--- src/rtl/sout_pkg.sv ---
package sout_pkg;
  localparam int SLOTS = 4;

  typedef struct packed {
    logic sync_late;
    logic slave;
    logic right_just;
    logic drive_low;
  } fmt_t;
endpackage

--- src/rtl/sout_prescale.sv ---
module sout_prescale #(
  parameter int SEL_W = 2
) (
  input  logic             clk_i,
  input  logic             rst_ni,
  input  logic [SEL_W-1:0] sel_i,
  output logic             run_o,
  output logic             tick_o
);
  logic [SEL_W-1:0] cnt_q;

  assign run_o  = (sel_i != '0);
  assign tick_o = run_o && (cnt_q >= sel_i - SEL_W'(1));

  always_ff @(posedge clk_i or negedge rst_ni) begin
    if (!rst_ni)                cnt_q <= '0;
    else if (!run_o || tick_o)  cnt_q <= '0;
    else                        cnt_q <= cnt_q + SEL_W'(1);
  end
endmodule

--- src/rtl/sout_clkgen.sv ---
module sout_clkgen #(
  parameter int SYNC_STAGES = 2
) (
  input  logic clk_i,
  input  logic rst_ni,
  input  logic tick_i,
  input  logic run_i,
  input  logic slave_i,
  input  logic sclk_i,
  input  logic sync_i,
  output logic sclk_o,
  output logic fall_o,
  output logic rise_o
);
  logic                   sclk_q;
  logic [SYNC_STAGES-1:0] sc_sh, sy_sh;
  logic                   sc_prev, sy_prev;
  logic                   sc_s, sy_s;

  assign sc_s   = sc_sh[SYNC_STAGES-1];
  assign sy_s   = sy_sh[SYNC_STAGES-1];
  assign sclk_o = sclk_q;
  // master: falling edge is the tick that drops sclk_q
  assign fall_o = slave_i ? (tick_i & sc_prev & ~sc_s) : (tick_i & sclk_q);
  assign rise_o = slave_i & fall_o & sy_s & ~sy_prev;

  always_ff @(posedge clk_i or negedge rst_ni) begin
    if (!rst_ni)                 sclk_q <= 1'b0;
    else if (!run_i || slave_i)  sclk_q <= 1'b0;
    else if (tick_i)             sclk_q <= ~sclk_q;
  end

  always_ff @(posedge clk_i or negedge rst_ni) begin
    if (!rst_ni) begin
      sc_sh   <= '0;
      sy_sh   <= '0;
      sc_prev <= 1'b0;
      sy_prev <= 1'b0;
    end else if (!run_i) begin
      sc_sh   <= '0;
      sy_sh   <= '0;
      sc_prev <= 1'b0;
      sy_prev <= 1'b0;
    end else if (tick_i) begin
      sc_sh   <= {sc_sh[SYNC_STAGES-2:0], sclk_i};
      sy_sh   <= {sy_sh[SYNC_STAGES-2:0], sync_i};
      sc_prev <= sc_s;
      if (fall_o) sy_prev <= sy_s;
    end
  end
endmodule

--- src/rtl/sout_framer.sv ---
module sout_framer
  import sout_pkg::*;
#(
  parameter int WORD_W       = 16,
  parameter int FRAME_BITS   = 64,
  parameter int SETTLE_WORDS = 68
) (
  input  logic              clk_i,
  input  logic              rst_ni,
  input  logic              run_i,
  input  logic              fall_i,
  input  logic              rise_i,
  input  fmt_t              fmt_i,
  input  logic [WORD_W-1:0] left_i,
  input  logic [WORD_W-1:0] right_i,
  output logic              sdo_o,
  output logic              sdo_oe_o,
  output logic              sync_o,
  output logic              settling_o
);
  localparam int POS_W = $clog2(FRAME_BITS);
  localparam int IDX_W = $clog2(WORD_W);
  localparam int CNT_W = $clog2(SETTLE_WORDS + 1);
  localparam logic [POS_W-1:0] LAST  = POS_W'(FRAME_BITS - 1);
  localparam logic [POS_W-1:0] START = POS_W'(FRAME_BITS - 2);
  localparam logic [POS_W-1:0] HALF  = POS_W'(FRAME_BITS / 2);

  logic [POS_W-1:0]  pos_q, pos_nxt, sync_pos;
  logic [WORD_W-1:0] hold_l, hold_r, cur;
  logic [IDX_W-1:0]  bit_idx;
  logic [CNT_W-1:0]  cnt_q;
  logic              settling_q, settle_done, settle_nxt;
  logic              in_win, word_start, bit_v;
  logic              sdo_q, oe_q, sync_q;

  always_comb begin
    if (rise_i)             pos_nxt = fmt_i.sync_late ? '0 : LAST;
    else if (pos_q == LAST) pos_nxt = '0;
    else                    pos_nxt = pos_q + POS_W'(1);
  end

  assign sync_pos    = fmt_i.sync_late ? '0 : LAST;
  assign in_win      = fmt_i.right_just ? (pos_nxt >= HALF) : (pos_nxt < HALF);
  assign bit_idx     = pos_nxt[IDX_W-1:0];
  assign cur         = pos_nxt[IDX_W] ? hold_r : hold_l;
  assign bit_v       = cur[IDX_W'(WORD_W - 1) - bit_idx];
  assign word_start  = in_win && (bit_idx == '0);
  assign settle_done = word_start && (cnt_q == CNT_W'(SETTLE_WORDS));
  assign settle_nxt  = settling_q && !settle_done;

  always_ff @(posedge clk_i or negedge rst_ni) begin
    if (!rst_ni) begin
      pos_q      <= START;
      hold_l     <= '0;
      hold_r     <= '0;
      cnt_q      <= '0;
      settling_q <= 1'b1;
      sdo_q      <= 1'b0;
      oe_q       <= 1'b0;
      sync_q     <= 1'b0;
    end else if (!run_i) begin
      pos_q      <= START;
      hold_l     <= '0;
      hold_r     <= '0;
      cnt_q      <= '0;
      settling_q <= 1'b1;
      sdo_q      <= 1'b0;
      oe_q       <= 1'b0;
      sync_q     <= 1'b0;
    end else if (fall_i) begin
      pos_q <= pos_nxt;
      if (pos_nxt == LAST) begin
        hold_l <= left_i;
        hold_r <= right_i;
      end
      if (word_start && settling_q && !settle_done) cnt_q <= cnt_q + CNT_W'(1);
      settling_q <= settle_nxt;
      oe_q       <= in_win | fmt_i.drive_low;
      sdo_q      <= in_win & bit_v & ~settle_nxt;
      sync_q     <= !fmt_i.slave && (pos_nxt == sync_pos);
    end
  end

  assign sdo_o      = sdo_q;
  assign sdo_oe_o   = oe_q;
  assign sync_o     = sync_q;
  assign settling_o = settling_q;
endmodule

--- src/rtl/stereo_sout.sv ---
module stereo_sout
  import sout_pkg::*;
#(
  parameter int WORD_W       = 16,
  parameter int SETTLE_WORDS = 68,
  parameter int SYNC_STAGES  = 2
) (
  input  logic              clk_i,
  input  logic              rst_ni,
  input  logic [1:0]        clk_sel_i,
  input  logic              sync_late_i,
  input  logic              slave_i,
  input  logic              right_just_i,
  input  logic              drive_low_i,
  input  logic [WORD_W-1:0] left_word_i,
  input  logic [WORD_W-1:0] right_word_i,
  input  logic              sclk_i,
  input  logic              sync_i,
  output logic              sclk_o,
  output logic              sync_o,
  output logic              sdo_o,
  output logic              sdo_oe_o,
  output logic              settling_o
);
  localparam int FRAME_BITS = SLOTS * WORD_W;

  logic run, tick, fall, rise;
  fmt_t fmt;

  assign fmt = '{sync_late: sync_late_i, slave: slave_i,
                 right_just: right_just_i, drive_low: drive_low_i};

  sout_prescale #(.SEL_W(2)) u_pre (
    .clk_i (clk_i),
    .rst_ni(rst_ni),
    .sel_i (clk_sel_i),
    .run_o (run),
    .tick_o(tick)
  );

  sout_clkgen #(.SYNC_STAGES(SYNC_STAGES)) u_clk (
    .clk_i  (clk_i),
    .rst_ni (rst_ni),
    .tick_i (tick),
    .run_i  (run),
    .slave_i(slave_i),
    .sclk_i (sclk_i),
    .sync_i (sync_i),
    .sclk_o (sclk_o),
    .fall_o (fall),
    .rise_o (rise)
  );

  sout_framer #(
    .WORD_W      (WORD_W),
    .FRAME_BITS  (FRAME_BITS),
    .SETTLE_WORDS(SETTLE_WORDS)
  ) u_frm (
    .clk_i     (clk_i),
    .rst_ni    (rst_ni),
    .run_i     (run),
    .fall_i    (fall),
    .rise_i    (rise),
    .fmt_i     (fmt),
    .left_i    (left_word_i),
    .right_i   (right_word_i),
    .sdo_o     (sdo_o),
    .sdo_oe_o  (sdo_oe_o),
    .sync_o    (sync_o),
    .settling_o(settling_o)
  );
endmodule

--- config.mk ---
export PLATFORM = sky130hd
export DESIGN_NAME = stereo_sout
export DESIGN_NICKNAME = d
export VERILOG_FILES = /design/src/rtl/sout_pkg.sv /design/src/rtl/sout_prescale.sv /design/src/rtl/sout_clkgen.sv /design/src/rtl/sout_framer.sv /design/src/rtl/stereo_sout.sv
export SDC_FILE = /design/constraint.sdc
export NUM_CORES = 1
export LEC_CHECK = 0
export ABC_AREA = 0
export BUFFER_PORTS_ARGS = -buffer_cell sky130_fd_sc_hd__buf_2
export CAP_MARGIN = 20
export CORE_MARGIN = 5
export CORE_UTILIZATION = 27
export CTS_CLUSTER_SIZE = 30
export DETAILED_ROUTE_END_ITERATION = 10
export PLACE_DENSITY_LB_ADDON = 0.25
export SYNTH_ARGS = -nofsm -noshare
export SYNTH_HDL_FRONTEND = slang
export SYNTH_SLANG_ARGS = --single-unit
export TNS_END_PERCENT = 50
--- constraint.sdc ---
create_clock -name clk_i -period 4 [get_ports clk_i]
set_clock_uncertainty 0.15 [all_clocks]
set_input_delay 0.2 -clock clk_i [delete_from_list [all_inputs] [get_ports clk_i]]
set_output_delay 0.2 -clock clk_i [all_outputs]
set_load 0.01 [all_outputs]
==> insert_results.sql, run 1 <==
INSERT INTO impl_metrics (metric_group, metric, value, unit) VALUES
('outcome', 'outcome', 'complete, no violations', ''),
('critical_path', 'critical_path_arrival', '3.23', 'ns'),
('critical_path', 'cp.buffers_inverters', '2', ''),
('routing', 'remaining_antenna_violation_count', '0', ''),
('finish', 'drive_above_1_share', '20.0', '%'),
('routing', 'drt_iter0_drc', '204', ''),
('critical_path', 'cp.required', '4.01', 'ns'),
('finish', 'finish.utilization', '35.7', '%'),
('floorplanning', 'dieHeight', '120', 'um'),
('synthesis', 'synth_top_cells_by_count', 'sky130_fd_sc_hd__nor2_1 (60), sky130_fd_sc_hd__dfrtp_1 (52), sky130_fd_sc_hd__mux2i_1 (36)', ''),
('floorplanning', 'die_x', '120', 'um'),
('routing', 'avgViaCountPerCell', '4.91', ''),
('critical_path', 'path_class', 'reg2reg', ''),
('synthesis', 'synth-edff-count', '0', ''),
('synthesis', 'seq_area_frac_synth', '44.3', '%'),
('synthesis', 'post-synth-top-count-cell', 'sky130_fd_sc_hd__nor2_1', ''),
('global_routing', 'grt_start_max_net_pins', '60', ''),
('synthesis', 'syn_inst', '335', ''),
('critical_path', 'slowest_stage', 'sky130_fd_sc_hd__buf_4', ''),
('power', 'power.density_cell_area', '574', 'nW/um^2'),
('critical_path', 'worst_setup_path_end_kind', 'flip-flop', ''),
('finish', 'fillCellCount', '1189', ''),
('clock_tree', 'cts_hold_repair.buffers', '31', ''),
('synthesis', 'synth_fp_nets', '383', ''),
('power', 'design_power_total', '2.45', 'mW'),
('timing', 'report.final.slew_viol_count', '0', ''),
('synthesis', 'syn_area', '3290', 'um^2'),
('critical_path', 'worst_path_dominant_cell_family', 'compound AO/OA/AOI/OAI gates', ''),
('synthesis', 'ys_top_cells_by_area', 'sky130_fd_sc_hd__dfrtp_1 (40%), sky130_fd_sc_hd__mux2i_1 (11%), sky130_fd_sc_hd__nor2_1 (6.8%), sky130_fd_sc_hd__dfstp_2 (4.8%), sky130_fd_sc_hd__nand2_1 (3.0%)', ''),
('clock_tree', 'htreeDepth', '3', ''),
('critical_path', 'critPathLaunchType', 'flip-flop', ''),
('finish', 'area_delta_synth_final', '29.6', '%'),
('routing', 'dr.pass1.iters', '5', ''),
('synthesis', 'main_flop_type_after_synthesis', 'sky130_fd_sc_hd__dfrtp_1', ''),
('finish', 'antenna_cells_inserted', '0', ''),
('global_routing', 'grt_antenna_before_repair', '0', ''),
('critical_path', 'crit_top_cell', 'sky130_fd_sc_hd__a21o_1', ''),
('timing', 'final_period_minus_worst_setup_slack', '3.22', 'ns'),
('synthesis', 'netlist-cell-type-count', '62', ''),
('place', 'place.gp.congestion', '0.902', ''),
('place', 'place_worst_setup_slack', '0.738', 'ns'),
('floorplanning', 'die_area', '14500', 'um^2'),
('global_routing', 'grt.total_usage', '12.6', '%'),
('global_routing', 'overflow', '0', ''),
('clock_tree', 'clock_insertion_delay_worst_skew', '0.32', 'ns'),
('synthesis', 'synthArstFlopShare', '100', '%'),
('timing', 'timing.setup.tns', '0', 'ns'),
('routing', 'via_count', '2756', ''),
('worst_hold_path', 'type_of_the_tightest_min_delay_check', 'in2reg', ''),
('global_routing', 'first_pass_grt_wire_length', '14.6', 'mm'),
('run', 'maxCapViolCount', '0', ''),
('timing', 'finalHoldViolations', '0', ''),
('timing', 'max_slew_margin', '50.6', '%'),
('routing', 'post-route-drc-count', '0', ''),
('routing', 'totalWireLength', '8.87', 'mm'),
('synthesis', 'yosys_warnings', '0', ''),
('synthesis', 'synth.ff_latch_count', '58', ''),
('synthesis', 'syn-mean-instance-area', '9.83', 'um^2'),
('finish', 'num-nets-final', '457', ''),
('floorplanning', 'placement_rows', '40', ''),
('critical_path', 'worst-path-max-fanout', '32', ''),
('clock_tree', 'cts_inserted_buffers', '9', ''),
('synthesis', 'synth_top_area_share', '39.5', '%'),
('place', 'port_buffers', '46', ''),
('timing', 'setup_viol', '0', ''),
('timing', 'whs', '0.00456', 'ns'),
('floorplanning', 'initial_utilization', '27.5', '%'),
('routing', 'routed_wire_length_per_instance', '15.8', 'um'),
('power', 'total_leakage_power', '1.84', 'nW'),
('clock_tree', 'tritoncts_clock_tree', 'yes', ''),
('timing', 'finalCritPeriodShare', '80.5', '%');
[cell families after synthesis]
family | share of synthesized area (%)
xor gates and xnor gates | 3.19
and+or+nand+nor | 19.4
muxes | 11.3
DFF | 44.3
buffers and inverters | 3.91
adders and majority gates | 2.28
AOI/OAI and AO/OA | 15.6
[sequential cells by signal (all words and copies together), names as in the netlist]
name              flops
u_clk.sc_prev         1
u_clk.sy_prev         1
u_frm.sdo_oe_o        1
u_clk.sc_sh           2
u_frm.sync_o          1
u_pre.cnt_q           2
u_frm.hold_l         16
u_clk.sy_sh           2
u_clk.sclk_o          1
u_frm.cnt_q           7
u_frm.sdo_o           1
u_frm.settling_o      1
u_frm.pos_q           6
u_frm.hold_r         16
[layer usage]
layer	share of wire [%]	up-vias	GRT usage (%)
met2	49	58	20.2
met1	47	1347	16.9
met3	3.2	4	3.09
met4	0.60	0	3.82
met5	0	-	0
li1	-	1347	-
[worst register-to-register path, delay by kind of cell, from the launching register on]
family	cells	cell delay (ns)
AO/OA/AOI/OAI	3	1.02
buffers and inverters	2	0.52
AND/OR/NAND/NOR	4	0.44
flip-flops	1	0.39
multiplexers	1	0.27
adder cells (fa/ha/maj)	1	0.25
[through the flow]
| stage | instance area, um^2 | instances |
|---|---|---|
| 6_report | 4270 | 561 |
| 5_1_grt | 4270 | 561 |
| 4_1_cts | 4270 | 561 |
| 3_5_place_dp | 3640 | 514 |
| 3_3_place_gp | 3640 | 514 |
| 2_1_floorplan | 3290 | 335 |
[layout make-up]
type / count / area, um^2 / share of cell area (%)
sequential: 58 / 1460 / 34.2
clock inverter: 5 / 77.6 / 1.82
tap: 147 / 184 / 4.31
inverter: 7 / 26.3 / 0.616
timing repair buffer: 81 / 571 / 13.4
clock buffer: 11 / 243 / 5.69
multi-input combinational: 252 / 1710 / 40.0
[power by group]
part           leakage [nW]  switching (mW)  internal [mW]
sequential            0.780           0.108          0.715
clock                 0.156           0.261          0.559
combinational         0.899           0.472          0.332
total                  1.84           0.842           1.61
[placed cells by master, fill, tap and decap left out, drive strengths merged, types with 6 or more instances in the layout]
cell type     n
o21ai         9
inv           7
xor2          6
a21oi        17
nor3          6
buf          50
ha            6
nand2        27
dfstp         6
dfrtp        52
a211oi        8
mux2i        36
nand4         7
nor2         61
clkbuf       11
dlygate4sd3  31
xnor2         6
[worst paths after layout]
kind | from | end | slack, ns | cells after the start
max in group asynchronous | rst_ni | u_frm.cnt_q[4]$_DFFE_PN0P_ | 2.80 | 3
hold reg to reg | u_frm.sync_o$_DFFE_PN0P_ | u_frm.sync_o$_DFFE_PN0P_ | 0.34 | 2
min in group asynchronous | rst_ni | u_frm.hold_l[8]$_DFFE_PN0P_ | 0.42 | 3
setup / recovery | u_pre.cnt_q[0]$_DFF_PN0_ | u_frm.hold_l[10]$_DFFE_PN0P_ | 0.78 | 11
setup reg to reg | u_pre.cnt_q[0]$_DFF_PN0_ | u_frm.hold_l[10]$_DFFE_PN0P_ | 0.78 | 11
hold / removal | left_word_i[13] | u_frm.hold_l[13]$_DFFE_PN0P_ | 0.005 | 3
Note: power is estimated with default switching activity, not from simulation.
==> inputs of run 2 (changes only) <==
Clock period 4 ns to 3.2 ns, I/O delays scaled along.
==> run 2 against run 1 <==
Against the previous run:
- via count grew 2.4%
- routed wire length rose by 4.2%
- core utilization up 1.5 points
- clock-buffer cell count is the same
- non-clock buffer count increased by 14
- clock power rose by 45%
- total power rose by 35%
- global-route usage is 0.82 points higher
- register-to-register slack worse by 0.56 ns
- combinational power grew 34%
- worst setup slack lost 0.56 ns
- critical path type unchanged
- largest power group is now the clock network
==> insert_results.sql, run 2 (synthesis gave the netlist of run 1 again) <==
INSERT INTO impl_metrics (metric_group, metric, value, unit) VALUES
('clock_tree', 'htreeDepth', '3', ''),
('finish', 'area_delta_synth_final', '35.0', '%'),
('clock_tree', 'clock_insertion_delay_worst_skew', '0.33', 'ns'),
('routing', 'remaining_antenna_violation_count', '0', ''),
('critical_path', 'worst_setup_path_end_kind', 'flip-flop', ''),
('clock_tree', 'tritoncts_clock_tree', 'yes', ''),
('floorplanning', 'placement_rows', '40', ''),
('timing', 'finalCritPeriodShare', '93.1', '%'),
('worst_hold_path', 'worstHoldEndpoint', 'u_frm.sdo_oe_o$_DFFE_PN0P_', ''),
('finish', 'fillCellCount', '1182', ''),
('routing', 'dr.pass1.iters', '4', ''),
('floorplanning', 'core_area', '12000', 'um^2'),
('finish', 'final_cell_mix', 'sky130_fd_sc_hd__nor2_1 (60), sky130_fd_sc_hd__dfrtp_1 (52), sky130_fd_sc_hd__buf_2 (46)', ''),
('outcome', 'outcome', 'complete, no violations', ''),
('routing', 'routed_wire_length_per_instance', '16.1', 'um'),
('routing', 'totalWireLength', '9.23', 'mm'),
('timing', 'final_period_minus_worst_setup_slack', '2.98', 'ns'),
('floorplanning', 'die_x', '120', 'um'),
('floorplanning', 'die_area', '14500', 'um^2'),
('timing', 'max_slew_margin', '49.4', '%'),
('global_routing', 'overflow', '0', ''),
('place', 'place.gp.congestion', '0.911', ''),
('power', 'power.density_cell_area', '742', 'nW/um^2'),
('routing', 'avgViaCountPerCell', '4.91', ''),
('routing', 'drt_iter0_drc', '178', ''),
('floorplanning', 'boundaryPins', '47', ''),
('critical_path', 'critPathLaunchType', 'flip-flop', ''),
('global_routing', 'grt_antenna_before_repair', '0', ''),
('clock_tree', 'cts_inserted_buffers', '9', ''),
('power', 'total_leakage_power', '1.93', 'nW'),
('timing', 'setup_viol', '0', ''),
('critical_path', 'worst-r2r-setup-slack', '0.22', 'ns'),
('timing', 'timing.setup.tns', '0', 'ns'),
('critical_path', 'path_class', 'reg2reg', ''),
('critical_path', 'cp.required', '3.23', 'ns'),
('clock_tree', 'clock-sinks', '58', ''),
('clock_tree', 'clock_tree_root', 'sky130_fd_sc_hd__clkbuf_16', ''),
('finish', 'finish.utilization', '37.2', '%'),
('finish', 'largestRegisters', 'u_frm.hold_l x16, u_frm.hold_r x16, u_frm.cnt_q x7', ''),
('timing', 'tightestPinTransition', '0.760', 'ns'),
('critical_path', 'critical_path_arrival', '3.01', 'ns'),
('worst_hold_path', 'min_delay_path_depth', '3', ''),
('worst_hold_path', 'hold_path.startpoint', 'drive_low_i', ''),
('clock_tree', 'clk_transition_reported_paths', '0.05', 'ns'),
('critical_path', 'worst-path-max-fanout', '7', ''),
('global_routing', 'first_pass_grt_wire_length', '15.4', 'mm'),
('floorplanning', 'initial_utilization', '27.5', '%'),
('finish', 'antenna_cells_inserted', '0', ''),
('finish', 'drive_above_1_share', '21.5', '%'),
('timing', 'setup_repair_after_global_routing_missed_its_margin', 'false', ''),
('critical_path', 'critical_path.reg2reg.endpoint', 'u_frm.cnt_q[5]$_DFFE_PN0P_', ''),
('floorplanning', 'dieHeight', '120', 'um'),
('timing', 'report.final.slew_viol_count', '0', ''),
('finish', 'num-nets-final', '471', ''),
('place', 'place.detailed.hpwl', '6.29', 'mm'),
('global_routing', 'grt_start_max_net_pins', '60', ''),
('finish', 'layout.cells.most_common', 'sky130_fd_sc_hd__nor2_1', ''),
('place', 'port_buffers', '46', ''),
('routing', 'post-route-drc-count', '0', ''),
('power', 'ir_drop', '0.000194', 'V'),
('clock_tree', 'post_cts_sizing', '0', ''),
('worst_hold_path', 'type_of_the_tightest_min_delay_check', 'in2reg', ''),
('critical_path', 'worst_r2r_path_depth', '9', ''),
('timing', 'maxClockFrequency', '336', 'MHz'),
('run', 'maxCapViolCount', '0', ''),
('global_routing', 'number_of_global_route_vias_before_repair', '2964', ''),
('critical_path', 'critical_path.reg2reg.startpoint', 'u_frm.pos_q[1]$_DFFE_PN1P_', ''),
('clock_tree', 'cts-root-to-sink-buffers', '2', ''),
('routing', 'via_count', '2821', ''),
('timing', 'finalHoldViolations', '0', ''),
('global_routing', 'grt.total_usage', '13.4', '%');
## run 2: changes by cell type in the layout (fill, tap and decap cells not counted), sizes merged
cell,delta
buf,+9
dlygate4sd3,+5
bufinv,+2
clkinv,-1
clkinvlp,-1
## run 2: power breakdown
part           switching [mW]  internal (mW)
registers               0.128          0.893
logic                   0.608          0.472
clock network           0.335          0.859
## run 2: metrics by stage
| step | hold WS (ns) | std cells | worst slack, ns | instance area [um^2] | power [mW] |
|---|---|---|---|---|---|
| 5_1_grt | 0.0586 | 575 | 0.00383 | 4440 | 3.49 |
| 2_1_floorplan | -0.286 | 335 | 0.547 | 3290 | 1.74 |
| 4_1_cts | 0.0112 | 575 | 0.222 | 4440 | 3.32 |
| 6_report | 0.00831 | 575 | 0.221 | 4440 | 3.30 |
| 3_3_place_gp | 0.212 | 523 | 0.285 | 3720 | 2.07 |
| 3_5_place_dp | 0.218 | 523 | 0.243 | 3720 | 2.07 |
## run 2: worst max-delay path by stage
stage                                    start                          to  slack, ns  cells after the start
global placement                  clk_sel_i[0]     u_frm.sdo_o$_DFFE_PN0P_       0.28                     11
global route        u_frm.pos_q[1]$_DFFE_PN1P_  u_frm.cnt_q[6]$_DFFE_PN0P_      0.004                      9
CTS                 u_frm.pos_q[1]$_DFFE_PN1P_  u_frm.cnt_q[5]$_DFFE_PN0P_       0.22                      9
floorplan           u_frm.pos_q[1]$_DFFE_PN1P_  u_frm.cnt_q[5]$_DFFE_PN0P_       0.55                      9
finish              u_frm.pos_q[1]$_DFFE_PN1P_  u_frm.cnt_q[5]$_DFFE_PN0P_       0.22                      9
detailed placement  u_frm.pos_q[1]$_DFFE_PN1P_  u_frm.cnt_q[3]$_DFFE_PN0P_       0.24                      9
## run 2: area by class of cell
class / count / area, um^2 / area share (%)
inverters: 7 / 26.3 / 0.591
clock buffers: 11 / 243 / 5.46
well taps: 147 / 184 / 4.14
repair buffers: 95 / 701 / 15.8
multi-input cells: 252 / 1710 / 38.4
clock inverters: 5 / 125 / 2.82
flip-flops and latches: 58 / 1460 / 32.8
## run 2: repair_timing
item,in CTS,in global routing
hold buffers,36,0
buffers inserted,0,0
hold endpoints to repair,87,0
## run 2: critical path, stage by stage, from the launching register on
cell,delay [ns]
sky130_fd_sc_hd__dfstp_2,0.58
sky130_fd_sc_hd__ha_1,0.28
sky130_fd_sc_hd__and3_4,0.27
sky130_fd_sc_hd__a31oi_4,0.15
sky130_fd_sc_hd__a2111oi_4,0.39
sky130_fd_sc_hd__o211ai_2,0.14
sky130_fd_sc_hd__nor4b_4,0.50
sky130_fd_sc_hd__nand4_1,0.17
sky130_fd_sc_hd__xor2_1,0.15
sky130_fd_sc_hd__nor2_1,0.06
## run 2: routing by layer
layer	share of wire [%]	vias up	global-route usage, %
li1	-	1377	-
met1	47	1365	17.4
met2	47	64	21.4
met3	4.1	15	2.85
met4	2.3	0	6.16
met5	0	-	0
==> inputs of run 3 (changes only) <==
Settings changed: REMOVE_ABC_BUFFERS set to 1.
==> run 3 against run 2 <==
Against the previous run:
- via count decreased by 1.3%
- first-iteration DRC count decreased by 3.9%
- critical path depth unchanged
- register-to-register slack improved by 0.05 ns
- fmax increased by 1.8%
- routed wire length decreased by 6.2%
- global-route usage decreased by 0.91 points
- clock-buffer cell count increased by 1
- die area unchanged
- hold slack improved by 0.095 ns
- largest power group is now combinational cells
==> insert_results.sql, run 3 (synthesis gave the netlist of run 1 again) <==
INSERT INTO impl_metrics (metric_group, metric, value, unit) VALUES
('routing', 'post-route-drc-count', '0', ''),
('timing', 'final_period_minus_worst_setup_slack', '2.92', 'ns'),
('routing', 'via_count', '2785', ''),
('finish', 'final_cell_mix', 'sky130_fd_sc_hd__nor2_1 (60), sky130_fd_sc_hd__dfrtp_1 (52), sky130_fd_sc_hd__buf_2 (46)', ''),
('routing', 'totalWireLength', '8.66', 'mm'),
('routing', 'dr.pass1.iters', '4', ''),
('timing', 'timing.setup.tns', '0', 'ns'),
('global_routing', 'grt_antenna_before_repair', '0', ''),
('run', 'maxCapViolCount', '0', ''),
('timing', 'max_slew_margin', '49.5', '%'),
('clock_tree', 'post_cts_buffers', '0', ''),
('finish', 'fillCellCount', '1181', ''),
('floorplanning', 'placement_rows', '40', ''),
('critical_path', 'cp.required', '3.24', 'ns'),
('routing', 'drt_iter0_drc', '171', ''),
('critical_path', 'worst_setup_path_end_kind', 'flip-flop', ''),
('critical_path', 'cp_slowest_stage_delay', '0.58', 'ns'),
('outcome', 'outcome', 'complete, no violations', ''),
('routing', 'avgViaCountPerCell', '4.85', ''),
('global_routing', 'number_of_global_route_vias_before_repair', '2722', ''),
('finish', 'register_area', '1460', 'um^2'),
('timing', 'tightestPinTransition', '0.757', 'ns'),
('timing', 'setup_viol', '0', ''),
('global_routing', 'overflow', '0', ''),
('power', 'power.density_cell_area', '698', 'nW/um^2'),
('power', 'total_leakage_power', '1.89', 'nW'),
('clock_tree', 'clock-sinks', '58', ''),
('routing', 'routed_wire_length_per_instance', '15.1', 'um'),
('clock_tree', 'clk_transition_reported_paths', '0.05', 'ns'),
('clock_tree', 'clock_tree_root', 'sky130_fd_sc_hd__clkbuf_16', ''),
('clock_tree', 'tritoncts_clock_tree', 'yes', ''),
('finish', 'largestRegisters', 'u_frm.hold_l x16, u_frm.hold_r x16, u_frm.cnt_q x7', ''),
('finish', 'multi_input_comb_area', '1710', 'um^2'),
('critical_path', 'worst-path-max-fanout', '7', ''),
('floorplanning', 'dieHeight', '120', 'um'),
('critical_path', 'critPathLaunchType', 'flip-flop', ''),
('finish', 'area_delta_synth_final', '33.0', '%'),
('finish', 'num-nets-final', '470', ''),
('global_routing', 'first_pass_grt_wire_length', '14.3', 'mm'),
('timing', 'finalCritPeriodShare', '91.4', '%'),
('power', 'ir_drop', '0.000225', 'V'),
('timing', 'report.final.slew_viol_count', '0', ''),
('floorplanning', 'initial_utilization', '27.5', '%'),
('place', 'place_worst_setup_slack', '0.275', 'ns'),
('clock_tree', 'clock_insertion_delay_worst_skew', '0.33', 'ns'),
('timing', 'worst_slack', '0.275', 'ns'),
('worst_hold_path', 'type_of_the_tightest_min_delay_check', 'in2reg', ''),
('critical_path', 'cp_cell_sequence', 'ha_1, and3_4, a31oi_4, a2111oi_4, o211ai_2, nor4b_4, nand4_1, xor2_1, nor2_1', ''),
('worst_hold_path', 'min_delay_path_depth', '4', ''),
('floorplanning', 'core_area', '12000', 'um^2'),
('clock_tree', 'htreeDepth', '3', ''),
('floorplanning', 'boundaryPins', '47', ''),
('clock_tree', 'cts_inserted_buffers', '9', ''),
('timing', 'maxClockFrequency', '342', 'MHz'),
('finish', 'antenna_cells_inserted', '0', ''),
('critical_path', 'critical_path_arrival', '2.96', 'ns'),
('floorplanning', 'die_x', '120', 'um'),
('place', 'port_buffers', '46', ''),
('place', 'place.gp.congestion', '0.853', ''),
('critical_path', 'path_class', 'reg2reg', ''),
('finish', 'layout.cells.most_common', 'sky130_fd_sc_hd__nor2_1', ''),
('timing', 'finalHoldViolations', '0', ''),
('clock_tree', 'cts-root-to-sink-buffers', '2', ''),
('critical_path', 'slowest_stage', 'sky130_fd_sc_hd__dfstp_2', ''),
('finish', 'drive_above_1_share', '21.1', '%'),
('timing', 'whs', '0.104', 'ns'),
('timing', 'setup_repair_after_global_routing_missed_its_margin', 'false', ''),
('global_routing', 'grt_start_max_net_pins', '60', ''),
('floorplanning', 'die_area', '14500', 'um^2'),
('critical_path', 'worst_r2r_path_depth', '9', ''),
('global_routing', 'grt.total_usage', '12.5', '%'),
('place', 'place.detailed.hpwl', '6.12', 'mm'),
('routing', 'remaining_antenna_violation_count', '0', '');
==> run 3: cell types whose count changed in the layout (fill, tap and decap cells not counted) <==
cell,change
sky130_fd_sc_hd__bufinv_16,-3
sky130_fd_sc_hd__buf_4,-2
sky130_fd_sc_hd__clkinvlp_4,+2
sky130_fd_sc_hd__clkbuf_8,+1
sky130_fd_sc_hd__dlygate4sd3_1,+1
==> run 3: repair_timing <==
action	in CTS	in global routing
resized for setup	0	0
endpoints found under the hold margin	88	0
hold buffers	37	0
==> run 3: routing by layer <==
layer | global-route usage [%] | part of all wire, %
met1 | 17.3 | 49
met2 | 18.3 | 45
met3 | 3.04 | 4.3
met4 | 6.23 | 2.2
met5 | 0 | 0
==> run 3: report_power, final <==
part / internal, mW / switching [mW] / leakage [nW]
logic: 0.464 / 0.600 / 0.962
clock network: 0.643 / 0.336 / 0.145
registers: 0.893 / 0.119 / 0.780
==> run 3: path summary, 6_finish.rpt <==
check	startpoint	to	slack [ns]
max	u_frm.pos_q[1]$_DFFE_PN1P_	u_frm.cnt_q[5]$_DFFE_PN0P_	0.28
min	sync_late_i	u_frm.sync_o$_DFFE_PN0P_	0.10
max reg2reg	u_frm.pos_q[1]$_DFFE_PN1P_	u_frm.cnt_q[5]$_DFFE_PN0P_	0.28
min reg2reg	u_frm.sync_o$_DFFE_PN0P_	u_frm.sync_o$_DFFE_PN0P_	0.34
max in group asynchronous	rst_ni	u_frm.sync_o$_DFFE_PN0P_	2.02
min in group asynchronous	rst_ni	u_frm.cnt_q[3]$_DFFE_PN0P_	0.36
==> run 3: final cells by class <==
cell class	instances	area share, %
clock buffer	12	5.86
clock inverter	4	1.14
inverter	7	0.600
multi-input combinational	252	39.0
sequential	58	33.3
tap	147	4.20
timing repair buffer	94	15.9
==> run 3: per-stage QoR <==
stage | cells | instance area [um^2] | utilization [%] | power, mW
2_1_floorplan | 317 | 3190 | - | 1.71
3_3_place_gp | 521 | 3700 | 30.9 | 2.05
3_5_place_dp | 521 | 3700 | 30.9 | 2.05
4_1_cts | 574 | 4380 | 36.6 | 3.08
5_1_grt | 574 | 4380 | 36.6 | 3.26
6_report | 574 | 4380 | 36.6 | 3.05
==> run 3: critical path: cells and delay by family, from the launching register on <==
kind / cells / cell delay [ns]
compound gates: 3 / 0.62
xor+xnor: 1 / 0.15
fa+ha+maj: 1 / 0.31
flops: 1 / 0.58
simple gates: 4 / 0.97
